===== src/rtl/dmc_pkg.sv =====
package dmc_pkg;
  typedef enum logic [0:0] {
    ST_IDLE  = 1'b0,
    ST_FETCH = 1'b1
  } dmc_state_e;
endpackage


===== src/rtl/dmc_byte_sel.sv =====
module dmc_byte_sel #(
  parameter int OFS_W  = 2,
  parameter int BYTE_W = 8,
  localparam int NBYTE = 1 << OFS_W,
  localparam int BLK_W = BYTE_W * NBYTE
) (
  input  logic [BLK_W-1:0]  blk_i,
  input  logic [OFS_W-1:0]  ofs_i,
  output logic [BYTE_W-1:0] byte_o
);
  always_comb begin
    byte_o = '0;
    for (int k = 0; k < NBYTE; k++) begin
      if (ofs_i == OFS_W'(k)) byte_o = blk_i[k*BYTE_W +: BYTE_W];
    end
  end
endmodule


===== src/rtl/dmc_tag_store.sv =====
module dmc_tag_store #(
  parameter int IDX_W = 4,
  parameter int TAG_W = 6,
  localparam int LINES = 1 << IDX_W
) (
  input  logic             clk,
  input  logic             rst_n,
  input  logic [IDX_W-1:0] rd_idx,
  input  logic [TAG_W-1:0] rd_tag,
  output logic             hit_o,
  input  logic             wr_en,
  input  logic [IDX_W-1:0] wr_idx,
  input  logic [TAG_W-1:0] wr_tag
);
  logic [LINES-1:0]       valid_vec;
  logic [LINES*TAG_W-1:0] tag_flat;

  for (genvar i = 0; i < LINES; i++) begin : g_line
    logic             valid_r;
    logic [TAG_W-1:0] tag_r;
    logic             line_we;

    assign line_we = wr_en && (wr_idx == IDX_W'(i));

    always_ff @(posedge clk or negedge rst_n) begin
      if (!rst_n)       valid_r <= 1'b0;
      else if (line_we) valid_r <= 1'b1;
    end

    always_ff @(posedge clk) begin
      if (line_we) tag_r <= wr_tag;
    end

    assign valid_vec[i]                 = valid_r;
    assign tag_flat[i*TAG_W +: TAG_W]   = tag_r;
  end

  assign hit_o = valid_vec[rd_idx] && (tag_flat[rd_idx*TAG_W +: TAG_W] == rd_tag);

  // no line is valid in the first cycle after reset
  a_r2_clear_after_reset: assert property (@(posedge clk)
    $rose(rst_n) |-> (valid_vec == '0));
endmodule


===== src/rtl/dmc_data_store.sv =====
module dmc_data_store #(
  parameter int IDX_W  = 4,
  parameter int OFS_W  = 2,
  parameter int BYTE_W = 8,
  localparam int LINES = 1 << IDX_W,
  localparam int BLK_W = BYTE_W << OFS_W
) (
  input  logic              clk,
  input  logic              wr_en,
  input  logic [IDX_W-1:0]  wr_idx,
  input  logic [BLK_W-1:0]  wr_blk,
  input  logic [IDX_W-1:0]  rd_idx,
  input  logic [OFS_W-1:0]  rd_ofs,
  output logic [BYTE_W-1:0] rd_byte
);
  logic [LINES*BLK_W-1:0] blk_flat;
  logic [BLK_W-1:0]       rd_blk;

  for (genvar i = 0; i < LINES; i++) begin : g_line
    logic [BLK_W-1:0] blk_r;
    always_ff @(posedge clk) begin
      if (wr_en && (wr_idx == IDX_W'(i))) blk_r <= wr_blk;
    end
    assign blk_flat[i*BLK_W +: BLK_W] = blk_r;
  end

  assign rd_blk = blk_flat[rd_idx*BLK_W +: BLK_W];

  dmc_byte_sel #(.OFS_W(OFS_W), .BYTE_W(BYTE_W)) i_rd_sel (
    .blk_i  (rd_blk),
    .ofs_i  (rd_ofs),
    .byte_o (rd_byte)
  );
endmodule


===== src/rtl/dmc_ctrl.sv =====
module dmc_ctrl
  import dmc_pkg::*;
#(
  parameter int ADDR_W = 12,
  parameter int OFS_W  = 2,
  parameter int BYTE_W = 8,
  localparam int BLK_W  = BYTE_W << OFS_W,
  localparam int BLKA_W = ADDR_W - OFS_W
) (
  input  logic              clk,
  input  logic              rst_n,
  input  logic              req_valid,
  input  logic [ADDR_W-1:0] req_addr,
  output logic              req_ready,
  input  logic              lookup_hit,
  input  logic [BYTE_W-1:0] lookup_byte,
  output logic              mem_req,
  output logic [BLKA_W-1:0] mem_addr,
  input  logic              mem_ack,
  input  logic [BLK_W-1:0]  mem_data,
  output logic              refill_en,
  output logic [ADDR_W-1:0] refill_addr,
  output logic              resp_valid,
  output logic              resp_hit,
  output logic [BYTE_W-1:0] resp_data
);
  dmc_state_e        state_q, state_d;
  logic [ADDR_W-1:0] pend_q;
  logic              pend_en;
  logic              accept, ack;
  logic              rv_d, rh_d;
  logic [BYTE_W-1:0] rd_d, mem_byte;

  dmc_byte_sel #(.OFS_W(OFS_W), .BYTE_W(BYTE_W)) i_mem_sel (
    .blk_i  (mem_data),
    .ofs_i  (pend_q[OFS_W-1:0]),
    .byte_o (mem_byte)
  );

  always_comb begin
    accept  = (state_q == ST_IDLE) && req_valid;
    ack     = (state_q == ST_FETCH) && mem_ack;
    state_d = state_q;
    case (state_q)
      ST_IDLE:  if (accept && !lookup_hit) state_d = ST_FETCH;
      ST_FETCH: if (mem_ack)               state_d = ST_IDLE;
      default:                             state_d = ST_IDLE;
    endcase
    pend_en = accept;
    rv_d    = (accept && lookup_hit) || ack;
    rh_d    = accept && lookup_hit;
    rd_d    = ack ? mem_byte : lookup_byte;
  end

  always_ff @(posedge clk or negedge rst_n) begin
    if (!rst_n) begin
      state_q    <= ST_IDLE;
      resp_valid <= 1'b0;
      resp_hit   <= 1'b0;
    end else begin
      state_q    <= state_d;
      resp_valid <= rv_d;
      resp_hit   <= rh_d;
    end
  end

  always_ff @(posedge clk) begin
    if (pend_en) pend_q    <= req_addr;
    if (rv_d)    resp_data <= rd_d;
  end

  assign req_ready   = (state_q == ST_IDLE);
  assign mem_req     = (state_q == ST_FETCH);
  assign mem_addr    = pend_q[ADDR_W-1:OFS_W];
  assign refill_en   = ack;
  assign refill_addr = pend_q;

  // fetch request and its address are held until acknowledged
  a_r5_mem_hold: assert property (@(posedge clk) disable iff (!rst_n)
    (mem_req && !mem_ack) |=> (mem_req && $stable(mem_addr)));
  // a miss response follows an acknowledged fetch
  a_r6_miss_after_ack: assert property (@(posedge clk) disable iff (!rst_n)
    (resp_valid && !resp_hit) |-> $past(mem_req && mem_ack));
endmodule


===== src/rtl/dmc_top.sv =====
module dmc_top #(
  parameter int ADDR_W = 12,
  parameter int IDX_W  = 4,
  parameter int OFS_W  = 2,
  parameter int BYTE_W = 8,
  localparam int TAG_W  = ADDR_W - IDX_W - OFS_W,
  localparam int BLK_W  = BYTE_W << OFS_W,
  localparam int BLKA_W = ADDR_W - OFS_W
) (
  input  logic              clk,
  input  logic              rst_n,
  input  logic              req_valid,
  input  logic [ADDR_W-1:0] req_addr,
  output logic              req_ready,
  output logic              resp_valid,
  output logic              resp_hit,
  output logic [BYTE_W-1:0] resp_data,
  output logic              mem_req,
  output logic [BLKA_W-1:0] mem_addr,
  input  logic              mem_ack,
  input  logic [BLK_W-1:0]  mem_data,
  input  logic              fill_en,
  input  logic [ADDR_W-1:0] fill_addr,
  input  logic [BLK_W-1:0]  fill_data
);
  logic [1:0]        rst_pipe;
  logic              rst_s;
  logic              lookup_hit;
  logic [BYTE_W-1:0] lookup_byte;
  logic              refill_en;
  logic [ADDR_W-1:0] refill_addr;
  logic              wr_en;
  logic [ADDR_W-1:0] wr_addr;
  logic [BLK_W-1:0]  wr_blk;
  logic              fill_ok;

  always_ff @(posedge clk or negedge rst_n) begin
    if (!rst_n) rst_pipe <= 2'b00;
    else        rst_pipe <= {rst_pipe[0], 1'b1};
  end
  assign rst_s = rst_pipe[1];

  // refill and preload never coincide: preload is only taken while idle
  assign fill_ok = fill_en && req_ready;
  assign wr_en   = refill_en || fill_ok;
  assign wr_addr = refill_en ? refill_addr : fill_addr;
  assign wr_blk  = refill_en ? mem_data    : fill_data;

  dmc_tag_store #(.IDX_W(IDX_W), .TAG_W(TAG_W)) i_tags (
    .clk    (clk),
    .rst_n  (rst_s),
    .rd_idx (req_addr[OFS_W +: IDX_W]),
    .rd_tag (req_addr[ADDR_W-1 -: TAG_W]),
    .hit_o  (lookup_hit),
    .wr_en  (wr_en),
    .wr_idx (wr_addr[OFS_W +: IDX_W]),
    .wr_tag (wr_addr[ADDR_W-1 -: TAG_W])
  );

  dmc_data_store #(.IDX_W(IDX_W), .OFS_W(OFS_W), .BYTE_W(BYTE_W)) i_data (
    .clk     (clk),
    .wr_en   (wr_en),
    .wr_idx  (wr_addr[OFS_W +: IDX_W]),
    .wr_blk  (wr_blk),
    .rd_idx  (req_addr[OFS_W +: IDX_W]),
    .rd_ofs  (req_addr[OFS_W-1:0]),
    .rd_byte (lookup_byte)
  );

  dmc_ctrl #(.ADDR_W(ADDR_W), .OFS_W(OFS_W), .BYTE_W(BYTE_W)) i_ctrl (
    .clk         (clk),
    .rst_n       (rst_s),
    .req_valid   (req_valid),
    .req_addr    (req_addr),
    .req_ready   (req_ready),
    .lookup_hit  (lookup_hit),
    .lookup_byte (lookup_byte),
    .mem_req     (mem_req),
    .mem_addr    (mem_addr),
    .mem_ack     (mem_ack),
    .mem_data    (mem_data),
    .refill_en   (refill_en),
    .refill_addr (refill_addr),
    .resp_valid  (resp_valid),
    .resp_hit    (resp_hit),
    .resp_data   (resp_data)
  );

  // an accepted hit is answered on the next cycle
  a_r3_hit_next_cycle: assert property (@(posedge clk) disable iff (!rst_s)
    (req_valid && req_ready && lookup_hit) |=> (resp_valid && resp_hit));
  // a hit response only follows an accepted request
  a_r3_hit_has_request: assert property (@(posedge clk) disable iff (!rst_s)
    (resp_valid && resp_hit) |-> $past(req_valid && req_ready));
  // an accepted miss stalls and starts a fetch
  a_r5_miss_stalls: assert property (@(posedge clk) disable iff (!rst_s)
    (req_valid && req_ready && !lookup_hit) |=> (mem_req && !req_ready && !resp_valid));
  // a preload offered during a refill writes nothing
  a_r8_no_fill_when_busy: assert property (@(posedge clk) disable iff (!rst_s)
    (fill_en && mem_req) |-> (wr_en == mem_ack));
endmodule


===== config.mk =====
export PLATFORM = sky130hd
export DESIGN_NAME = dmc_top
export DESIGN_NICKNAME = d
export VERILOG_FILES = /design/src/rtl/dmc_pkg.sv /design/src/rtl/dmc_byte_sel.sv /design/src/rtl/dmc_tag_store.sv /design/src/rtl/dmc_data_store.sv /design/src/rtl/dmc_ctrl.sv /design/src/rtl/dmc_top.sv
export SDC_FILE = /design/constraint.sdc
export NUM_CORES = 1
export LEC_CHECK = 0
export BUFFER_PORTS_ARGS = -buffer_cell sky130_fd_sc_hd__buf_2
export CAP_MARGIN = 40
export CORE_ASPECT_RATIO = 1.75
export CORE_MARGIN = 3
export CORE_UTILIZATION = 60
export DETAILED_ROUTE_END_ITERATION = 10
export PLACE_DENSITY_LB_ADDON = 0.05
export REMOVE_ABC_BUFFERS = 1
export SYNTH_ARGS = -nofsm -noshare
export SYNTH_HDL_FRONTEND = slang
export SYNTH_SLANG_ARGS = --single-unit

===== constraint.sdc =====
create_clock -name clk -period 1.95 [get_ports clk]
set_input_delay 0.195 -clock clk [delete_from_list [all_inputs] [get_ports clk]]
set_output_delay 0.195 -clock clk [all_outputs]
set_load 0.02 [all_outputs]

==> impl_metrics.env, run 1 <==
export IMPL_status="finished, violations left"
export IMPL_violations="negative setup slack"
export IMPL_diodes=0
export IMPL_dp_hpwl_um=37500
export IMPL_cp_slowest_cell="mux4_2"
export IMPL_layout_cells_non_filler=2116
export IMPL_hold_class="in2reg"
export IMPL_rows=99
export IMPL_ys_ff_latch=649
export IMPL_hold_violations=0
export IMPL_clockBufferDepth=3
export IMPL_ys_warn_count=0
export IMPL_grt_util_met3_pct=2.91
export IMPL_synth_area_um2=25700
export IMPL_fp_dieW_um=162
export IMPL_slew_headroom_pct=44.4
export IMPL_fin_nets=1612
export IMPL_crit_arrival_ns=2.78
export IMPL_avgViaCountPerCell=6.39
export IMPL_yosysUniqueCellTypes=47
export IMPL_max_freq_mhz=398
export IMPL_worstPathCellList="mux4_2 -> mux4_2 -> xnor2_2 -> buf_4 -> nand4_1 -> o21ai_4 -> buf_12"
export IMPL_grtUsageMet2_pct=48.6
export IMPL_wire_per_inst_um=30.5
export IMPL_root_buffer="clkbuf_16"
export IMPL_worst_path_buf_inv=2
export IMPL_firstDrtPassIters=5
export IMPL_multi_input_area_um2=6250
export IMPL_cp_required_ns=2.22
export IMPL_grt_busiest_layer="met2"
export IMPL_final_setup_skew_ns=0.0271
export IMPL_slowest_delay_ns=0.50
export IMPL_ios=115
export IMPL_final_cell_mix="edfxtp_1, mux4_2, nand2_1"
export IMPL_insertion_delay_ns=0.59
export IMPL_timing_worst_setup_path_type="reg2reg"
export IMPL_htree_num_levels=2
export IMPL_drcViolationCount=0
export IMPL_grt_pass1_vias=14100
export IMPL_start_kind="register"
export IMPL_clkTransAtPathRegs_ns=0.07
export IMPL_rsz0062_at_grt="yes"
export IMPL_first_iter_violations=1139
export IMPL_cts_tree="done"
export IMPL_avgSynthCellArea_um2=21.6
export IMPL_tightest_slew_ns=0.834
export IMPL_die_h_um=280
export IMPL_clkSinkCount=649
export IMPL_dieArea_um2=45500
export IMPL_async_reset_ff_share_pct=3.24
export IMPL_antenna_found_initial=0
export IMPL_setup_violations=102
export IMPL_yosysSeqAreaShare_pct=75.4
export IMPL_antenna_left=0
export IMPL_grt_max_degree=40
export IMPL_final_common_cell="edfxtp_1"
export IMPL_gp_congestion=0.798
export IMPL_synth_edff_count=628
export IMPL_start_util_pct=61.2
export IMPL_peakVddDrop_uv=929
export IMPL_fin_ws_ns=-0.561
export IMPL_grt_usage_pct=28.0
export IMPL_fin_tns_setup_ns=-8.68
export IMPL_whs_ns=0.0551
export IMPL_port_buffers=112
export IMPL_seqCellArea_um2=19400
export IMPL_overflow=0
export IMPL_drv_cap=0
export IMPL_slew_violations=0
export IMPL_crit_top_cell="mux4_2"
export IMPL_drive_above_1_share_pct=42.5
export IMPL_met1_usage_pct=37.6
export IMPL_cts_buffers=55
export IMPL_power_density_nw_per_um2=960
export IMPL_crit_family="multiplexers"
export IMPL_dpl_cell_count=1963
export IMPL_synthFlopType="edfxtp_1"
export IMPL_p_leak_nw=10.8
export IMPL_coreArea_um2=42000
export IMPL_grt_pass1_wl_um=91400
export IMPL_nFillCells=2293
export IMPL_routed_wl_um=64400
export IMPL_final_core_util_pct=75.5
export IMPL_netlist_instances=1190
export IMPL_period_minus_slack_ns=2.51
export IMPL_finalCritPeriodShare_pct=129
export IMPL_end_kind="register"
export IMPL_via_count=13500
export IMPL_critPathMaxFanout=9
export IMPL_synthToLayoutAreaGrowth_pct=23.3
==> what timing repair did <==
| item | 4_1_cts | 5_1_grt |
|---|---|---|
| resized for setup | 42 | 44 |
| endpoints found under the setup margin | 552 | 624 |
| endpoints found under the hold margin | 12 | 0 |
| pin swaps | 18 | 18 |
| buffers inserted | 12 | 18 |
| hold buffers | 11 | 0 |
| cloned | 4 | 11 |
==> routing by layer <==
layer	wire length, µm	vias up
met4	2020	0
met5	0	-
met3	3980	122
li1	-	5569
met1	23400	7207
met2	35100	631
==> layout make-up <==
type                       count  area share (%)
sequential                   649            61.1
multi-input combinational    475            19.7
timing repair buffer         333            11.4
clock buffer                  67            4.62
tap                          555            2.19
clock inverter                32           0.864
inverter                       5          0.0750
==> state kept, by name, summed over array words and instances (netlist names) <==
name / flops
i_ctrl.resp_valid: 1
i_data.g_line.blk_r: 512
i_ctrl.resp_data: 8
i_tags.g_line.valid_r: 16
i_tags.g_line.tag_r: 96
i_ctrl.resp_hit: 1
rst_pipe: 2
i_ctrl.refill_addr: 12
i_ctrl.mem_req: 1
==> Yosys cell counts, types with 5 or more instances <==
cell type / count / area share, %
a211oi_1: 8 / 0.23
a21oi_1: 6 / 0.12
buf_1: 5 / 0.073
buf_2: 23 / 0.45
buf_4: 12 / 0.35
buf_6: 6 / 0.26
clkbuf_1: 12 / 0.18
dfrtp_1: 21 / 2.0
edfxtp_1: 628 / 73
mux2_2: 5 / 0.22
mux2i_1: 34 / 1.3
mux4_1: 6 / 0.61
mux4_2: 185 / 16
nand2_1: 135 / 2.0
nor2_1: 15 / 0.22
nor2b_1: 8 / 0.19
o21ai_0: 7 / 0.14
or2_2: 16 / 0.39
xnor2_1: 6 / 0.20
==> worst reg2reg max path, stage by stage (launching register included) <==
cell	delay, ns
edfxtp_1	0.37
mux4_2	0.49
mux4_2	0.50
xnor2_2	0.15
buf_4	0.17
nand4_1	0.16
o21ai_4	0.18
buf_12	0.18
==> worst paths after layout <==
kind | startpoint | endpoint | cells past startpoint | slack [ns]
min reg2reg | rst_pipe[1]$_DFF_PN0_ | i_tags.g_line[15].valid_r$_DFFE_PN0P_ | 0 | 0.34
min | fill_addr[11] | i_tags.g_line[10].tag_r[5]$_DFFE_PP_ | 4 | 0.06
max | i_tags.g_line[10].tag_r[0]$_DFFE_PP_ | i_ctrl.resp_data[4]$_DFFE_PP_ | 7 | -0.56
max in group asynchronous | rst_pipe[1]$_DFF_PN0_ | i_ctrl.mem_req$_DFF_PN0_ | 0 | 1.04
min in group asynchronous | rst_pipe[1]$_DFF_PN0_ | i_tags.g_line[15].valid_r$_DFFE_PN0P_ | 0 | 0.34
max reg2reg | i_tags.g_line[10].tag_r[0]$_DFFE_PP_ | i_ctrl.resp_data[4]$_DFFE_PP_ | 7 | -0.56
==> through the flow <==
step	setup WS [ns]	area (µm²)	total power (W)
2_1_floorplan	-2.25	25300	0.0179
4_1_cts	-0.509	31100	0.0304
3_3_place_gp	-0.849	28900	0.0196
3_5_place_dp	-0.815	28900	0.0197
6_report	-0.561	31700	0.0304
5_1_grt	-0.567	31700	0.0313
==> power breakdown <==
group | switching (W) | leakage, nW | internal, W
clock network | 0.00473 | 0.836 | 0.00597
registers | 0.000167 | 5.92 | 0.0161
logic | 0.00182 | 4.09 | 0.00165
total | 0.00672 | 10.8 | 0.0237
==> logic make-up after synthesis <==
logic type                share of synthesized area [%]
AOI/OAI and AO/OA                                 0.978
xor gates and xnor gates                          0.239
buffers and inverters                              1.56
DFF                                                75.4
muxes                                              18.4
other                                            0.0146
and+or+nand+nor                                    3.44
(Power assumes the default switching activity.)
==> run 2: changes to the inputs <==
--- a/config.mk
+++ b/config.mk
@@ -5,12 +5,13 @@
 export SDC_FILE = /design/constraint.sdc
 export NUM_CORES = 1
 export LEC_CHECK = 0
-export BUFFER_PORTS_ARGS = -buffer_cell sky130_fd_sc_hd__buf_2
+export ABC_AREA = 1
 export CAP_MARGIN = 40
 export CORE_ASPECT_RATIO = 1.75
 export CORE_MARGIN = 3
 export CORE_UTILIZATION = 60
 export DETAILED_ROUTE_END_ITERATION = 10
+export DONT_BUFFER_PORTS = 1
 export PLACE_DENSITY_LB_ADDON = 0.05
 export REMOVE_ABC_BUFFERS = 1
 export SYNTH_ARGS = -nofsm -noshare
==> constraint.sdc (replaced) <==
create_clock -name clk -period 2.6 [get_ports clk]
set_input_delay 0.26 -clock clk [delete_from_list [all_inputs] [get_ports clk]]
set_output_delay 0.26 -clock clk [all_outputs]
set_load 0.02 [all_outputs]
==> run 2 against run 1 <==
  * The run now ends clean
  * Die area increased by 3.7%
  * Non-clock buffer count decreased by 231
  * Clock power decreased by 29%
  * Register-to-register slack improved by 0.72 ns
  * Critical path type unchanged
  * Critical endpoint is now i_data.g_line[7].blk_r[30]$_DFFE_PP_
  * Largest power group unchanged
==> impl_metrics.env, run 2 <==
export IMPL_status="complete, no violations"
export IMPL_hold_class="in2reg"
export IMPL_setup_violations=0
export IMPL_clockBufferDepth=3
export IMPL_ios=115
export IMPL_synth_most_common_cell="edfxtp_1"
export IMPL_cts_buffers=55
export IMPL_yosysSeqAreaShare_pct=72.6
export IMPL_hold_violations=0
export IMPL_multi_input_area_um2=6260
export IMPL_yosysUniqueCellTypes=26
export IMPL_fin_tns_setup_ns=0
export IMPL_synth_area_top_cells="edfxtp_1, nor2_1, o21ai_0, nand2_1, o211ai_1"
export IMPL_root_buffer="clkbuf_16"
export IMPL_nFillCells=3240
export IMPL_slew_violations=0
export IMPL_htree_num_levels=2
export IMPL_via_count=17800
export IMPL_slowest_delay_ns=0.39
export IMPL_p_leak_nw=10.3
export IMPL_gp_congestion=0.852
export IMPL_critPathMaxFanout=13
export IMPL_drcViolationCount=0
export IMPL_design_area_um2=29600
export IMPL_rsz0062_at_grt="no"
export IMPL_routed_wl_um=71000
export IMPL_regMostFlops="i_data.g_line.blk_r"
export IMPL_crit_arrival_ns=2.70
export IMPL_start_util_pct=61.0
export IMPL_finalCritPeriodShare_pct=94.0
export IMPL_tightest_slew_ns=1.13
export IMPL_ys_ff_latch=649
export IMPL_synth_area_leader_cell="edfxtp_1"
export IMPL_wire_per_inst_um=24.9
export IMPL_insertion_delay_ns=0.59
export IMPL_drive_above_1_share_pct=8.03
export IMPL_largest_reg_flops=512
export IMPL_antenna_found_initial=7
export IMPL_dpl_cell_count=2727
export IMPL_final_cell_mix="edfxtp_1, nor2_1, o21ai_0"
export IMPL_placed_cell_area_um2=27800
export IMPL_worst_path_buf_inv=4
export IMPL_grt_pass1_wl_um=106000
export IMPL_grt_pass1_vias=17600
export IMPL_async_reset_ff_share_pct=3.24
export IMPL_end_kind="register"
export IMPL_synth_edff_count=628
export IMPL_worstPathCellList="nand2_4 -> inv_2 -> or2_2 -> o21ai_0 -> nor2_1 -> inv_1 -> nor2_1 -> inv_1 -> nor2_4 -> buf_4"
export IMPL_grt_max_degree=320
export IMPL_coreArea_um2=43700
export IMPL_final_setup_skew_ns=0.0175
export IMPL_synthTopCellsByCount="edfxtp_1, nor2_1, o21ai_0"
export IMPL_clkTransAtPathRegs_ns=0.07
export IMPL_layout_cells_non_filler=2851
export IMPL_period_minus_slack_ns=2.44
export IMPL_synthFlopType="edfxtp_1"
export IMPL_slew_headroom_pct=24.6
export IMPL_clkSinkCount=649
export IMPL_port_buffers=0
export IMPL_rows=101
export IMPL_start_kind="register"
export IMPL_timing_worst_setup_path_type="reg2reg"
export IMPL_ys_warn_count=0
export IMPL_die_h_um=285
export IMPL_synth_area_um2=26700
export IMPL_antenna_left=0
export IMPL_netlist_instances=2218
export IMPL_peakVddDrop_uv=651
export IMPL_cts_tree="done"
export IMPL_synth_top_area_share_pct=70.7
export IMPL_seqCellArea_um2=19400
export IMPL_grt_usage_pct=30.4
export IMPL_final_common_cell="edfxtp_1"
export IMPL_cp_required_ns=2.86
export IMPL_crit_family="buffers and inverters"
export IMPL_firstDrtPassIters=6
export IMPL_power_density_nw_per_um2=734
export IMPL_avgViaCountPerCell=6.25
export IMPL_reg_top3="i_data.g_line.blk_r x512, i_tags.g_line.tag_r x96, i_tags.g_line.valid_r x16"
export IMPL_synthToLayoutAreaGrowth_pct=10.9
export IMPL_first_iter_violations=2187
export IMPL_dieArea_um2=47100
export IMPL_drv_cap=0
export IMPL_max_freq_mhz=409
export IMPL_cp_slowest_cell="dfrtp_1"
export IMPL_overflow=0
export IMPL_avgSynthCellArea_um2=12.0
export IMPL_final_core_util_pct=67.7
export IMPL_fin_nets=2331
export IMPL_dp_hpwl_um=40400
export IMPL_fp_dieW_um=165
[run 2: path summary, 6_finish.rpt]
| check | from | end | slack [ns] | cells after the start |
|---|---|---|---|---|
| hold reg to reg | rst_pipe[1]$_DFF_PN0_ | i_ctrl.mem_req$_DFF_PN0_ | 0.32 | 0 |
| setup / recovery | i_ctrl.mem_req$_DFF_PN0_ | i_data.g_line[7].blk_r[30]$_DFFE_PP_ | 0.16 | 10 |
| setup reg to reg | i_ctrl.mem_req$_DFF_PN0_ | i_data.g_line[7].blk_r[30]$_DFFE_PP_ | 0.16 | 10 |
| min in group asynchronous | rst_pipe[1]$_DFF_PN0_ | i_ctrl.mem_req$_DFF_PN0_ | 0.32 | 0 |
| hold / removal | mem_data[18] | i_ctrl.resp_data[2]$_DFFE_PP_ | 0.03 | 4 |
| max in group asynchronous | rst_pipe[1]$_DFF_PN0_ | i_tags.g_line[4].valid_r$_DFFE_PN0P_ | 1.78 | 0 |
[run 2: cell families after synthesis]
logic type	after synthesis	synth area share, %
buffers and inverters	261	4.38
AND/OR/NAND/NOR	819	12.3
flip-flops	649	72.6
AO/OA/AOI/OAI	488	10.7
other	1	0.0141
[run 2: timing repair]
| item | in CTS | in global routing |
|---|---|---|
| endpoints found under the hold margin | 19 | 0 |
| buffers inserted | 0 | 1 |
| gates resized for setup | 0 | 2 |
| endpoints found under the setup margin | 0 | 80 |
| hold buffers | 19 | 0 |
[run 2: area by class of cell]
class	count	area share, %
Clock inverter	27	0.600
Tap cell	566	2.39
Timing Repair Buffer	102	3.90
Inverter	122	1.58
Multi-Input combinational cell	1308	21.2
Clock buffer	72	4.86
Antenna cell	5	0.0423
Sequential cell	649	65.5
[run 2: routing by layer]
layer	vias up	global-route usage [%]	part of all wire, %
li1	7960	-	-
met1	8848	39.8	37
met2	818	50.1	50
met3	202	5.65	8.6
met4	4	12.3	4.2
met5	-	0	0.030
[run 2: worst min-delay path: stages]
cell and delay, ns:
nand2_1 0.04, nand3_1 0.07, o211ai_1 0.08, nand2_1 0.07
[run 2: power breakdown]
part           total, W  switching (W)  internal (W)
sequential       0.0122       0.000137        0.0121
clock           0.00762        0.00354       0.00408
combinational   0.00191        0.00136      0.000547
total            0.0217        0.00504        0.0167
[run 2: stage by stage]
| step | setup WS [ns] | power (W) | hold WS, ns |
|---|---|---|---|
| final | 0.155 | 0.0217 | 0.0315 |
| after CTS | 0.0737 | 0.0218 | 0.00693 |
| after global routing | 0.0167 | 0.0224 | 0.0447 |
| after detailed placement | 0.0849 | 0.0143 | -0.0354 |
| after floorplan | -2.32 | 0.0135 | -0.0356 |
| after global placement | 0.0717 | 0.0142 | -0.0354 |
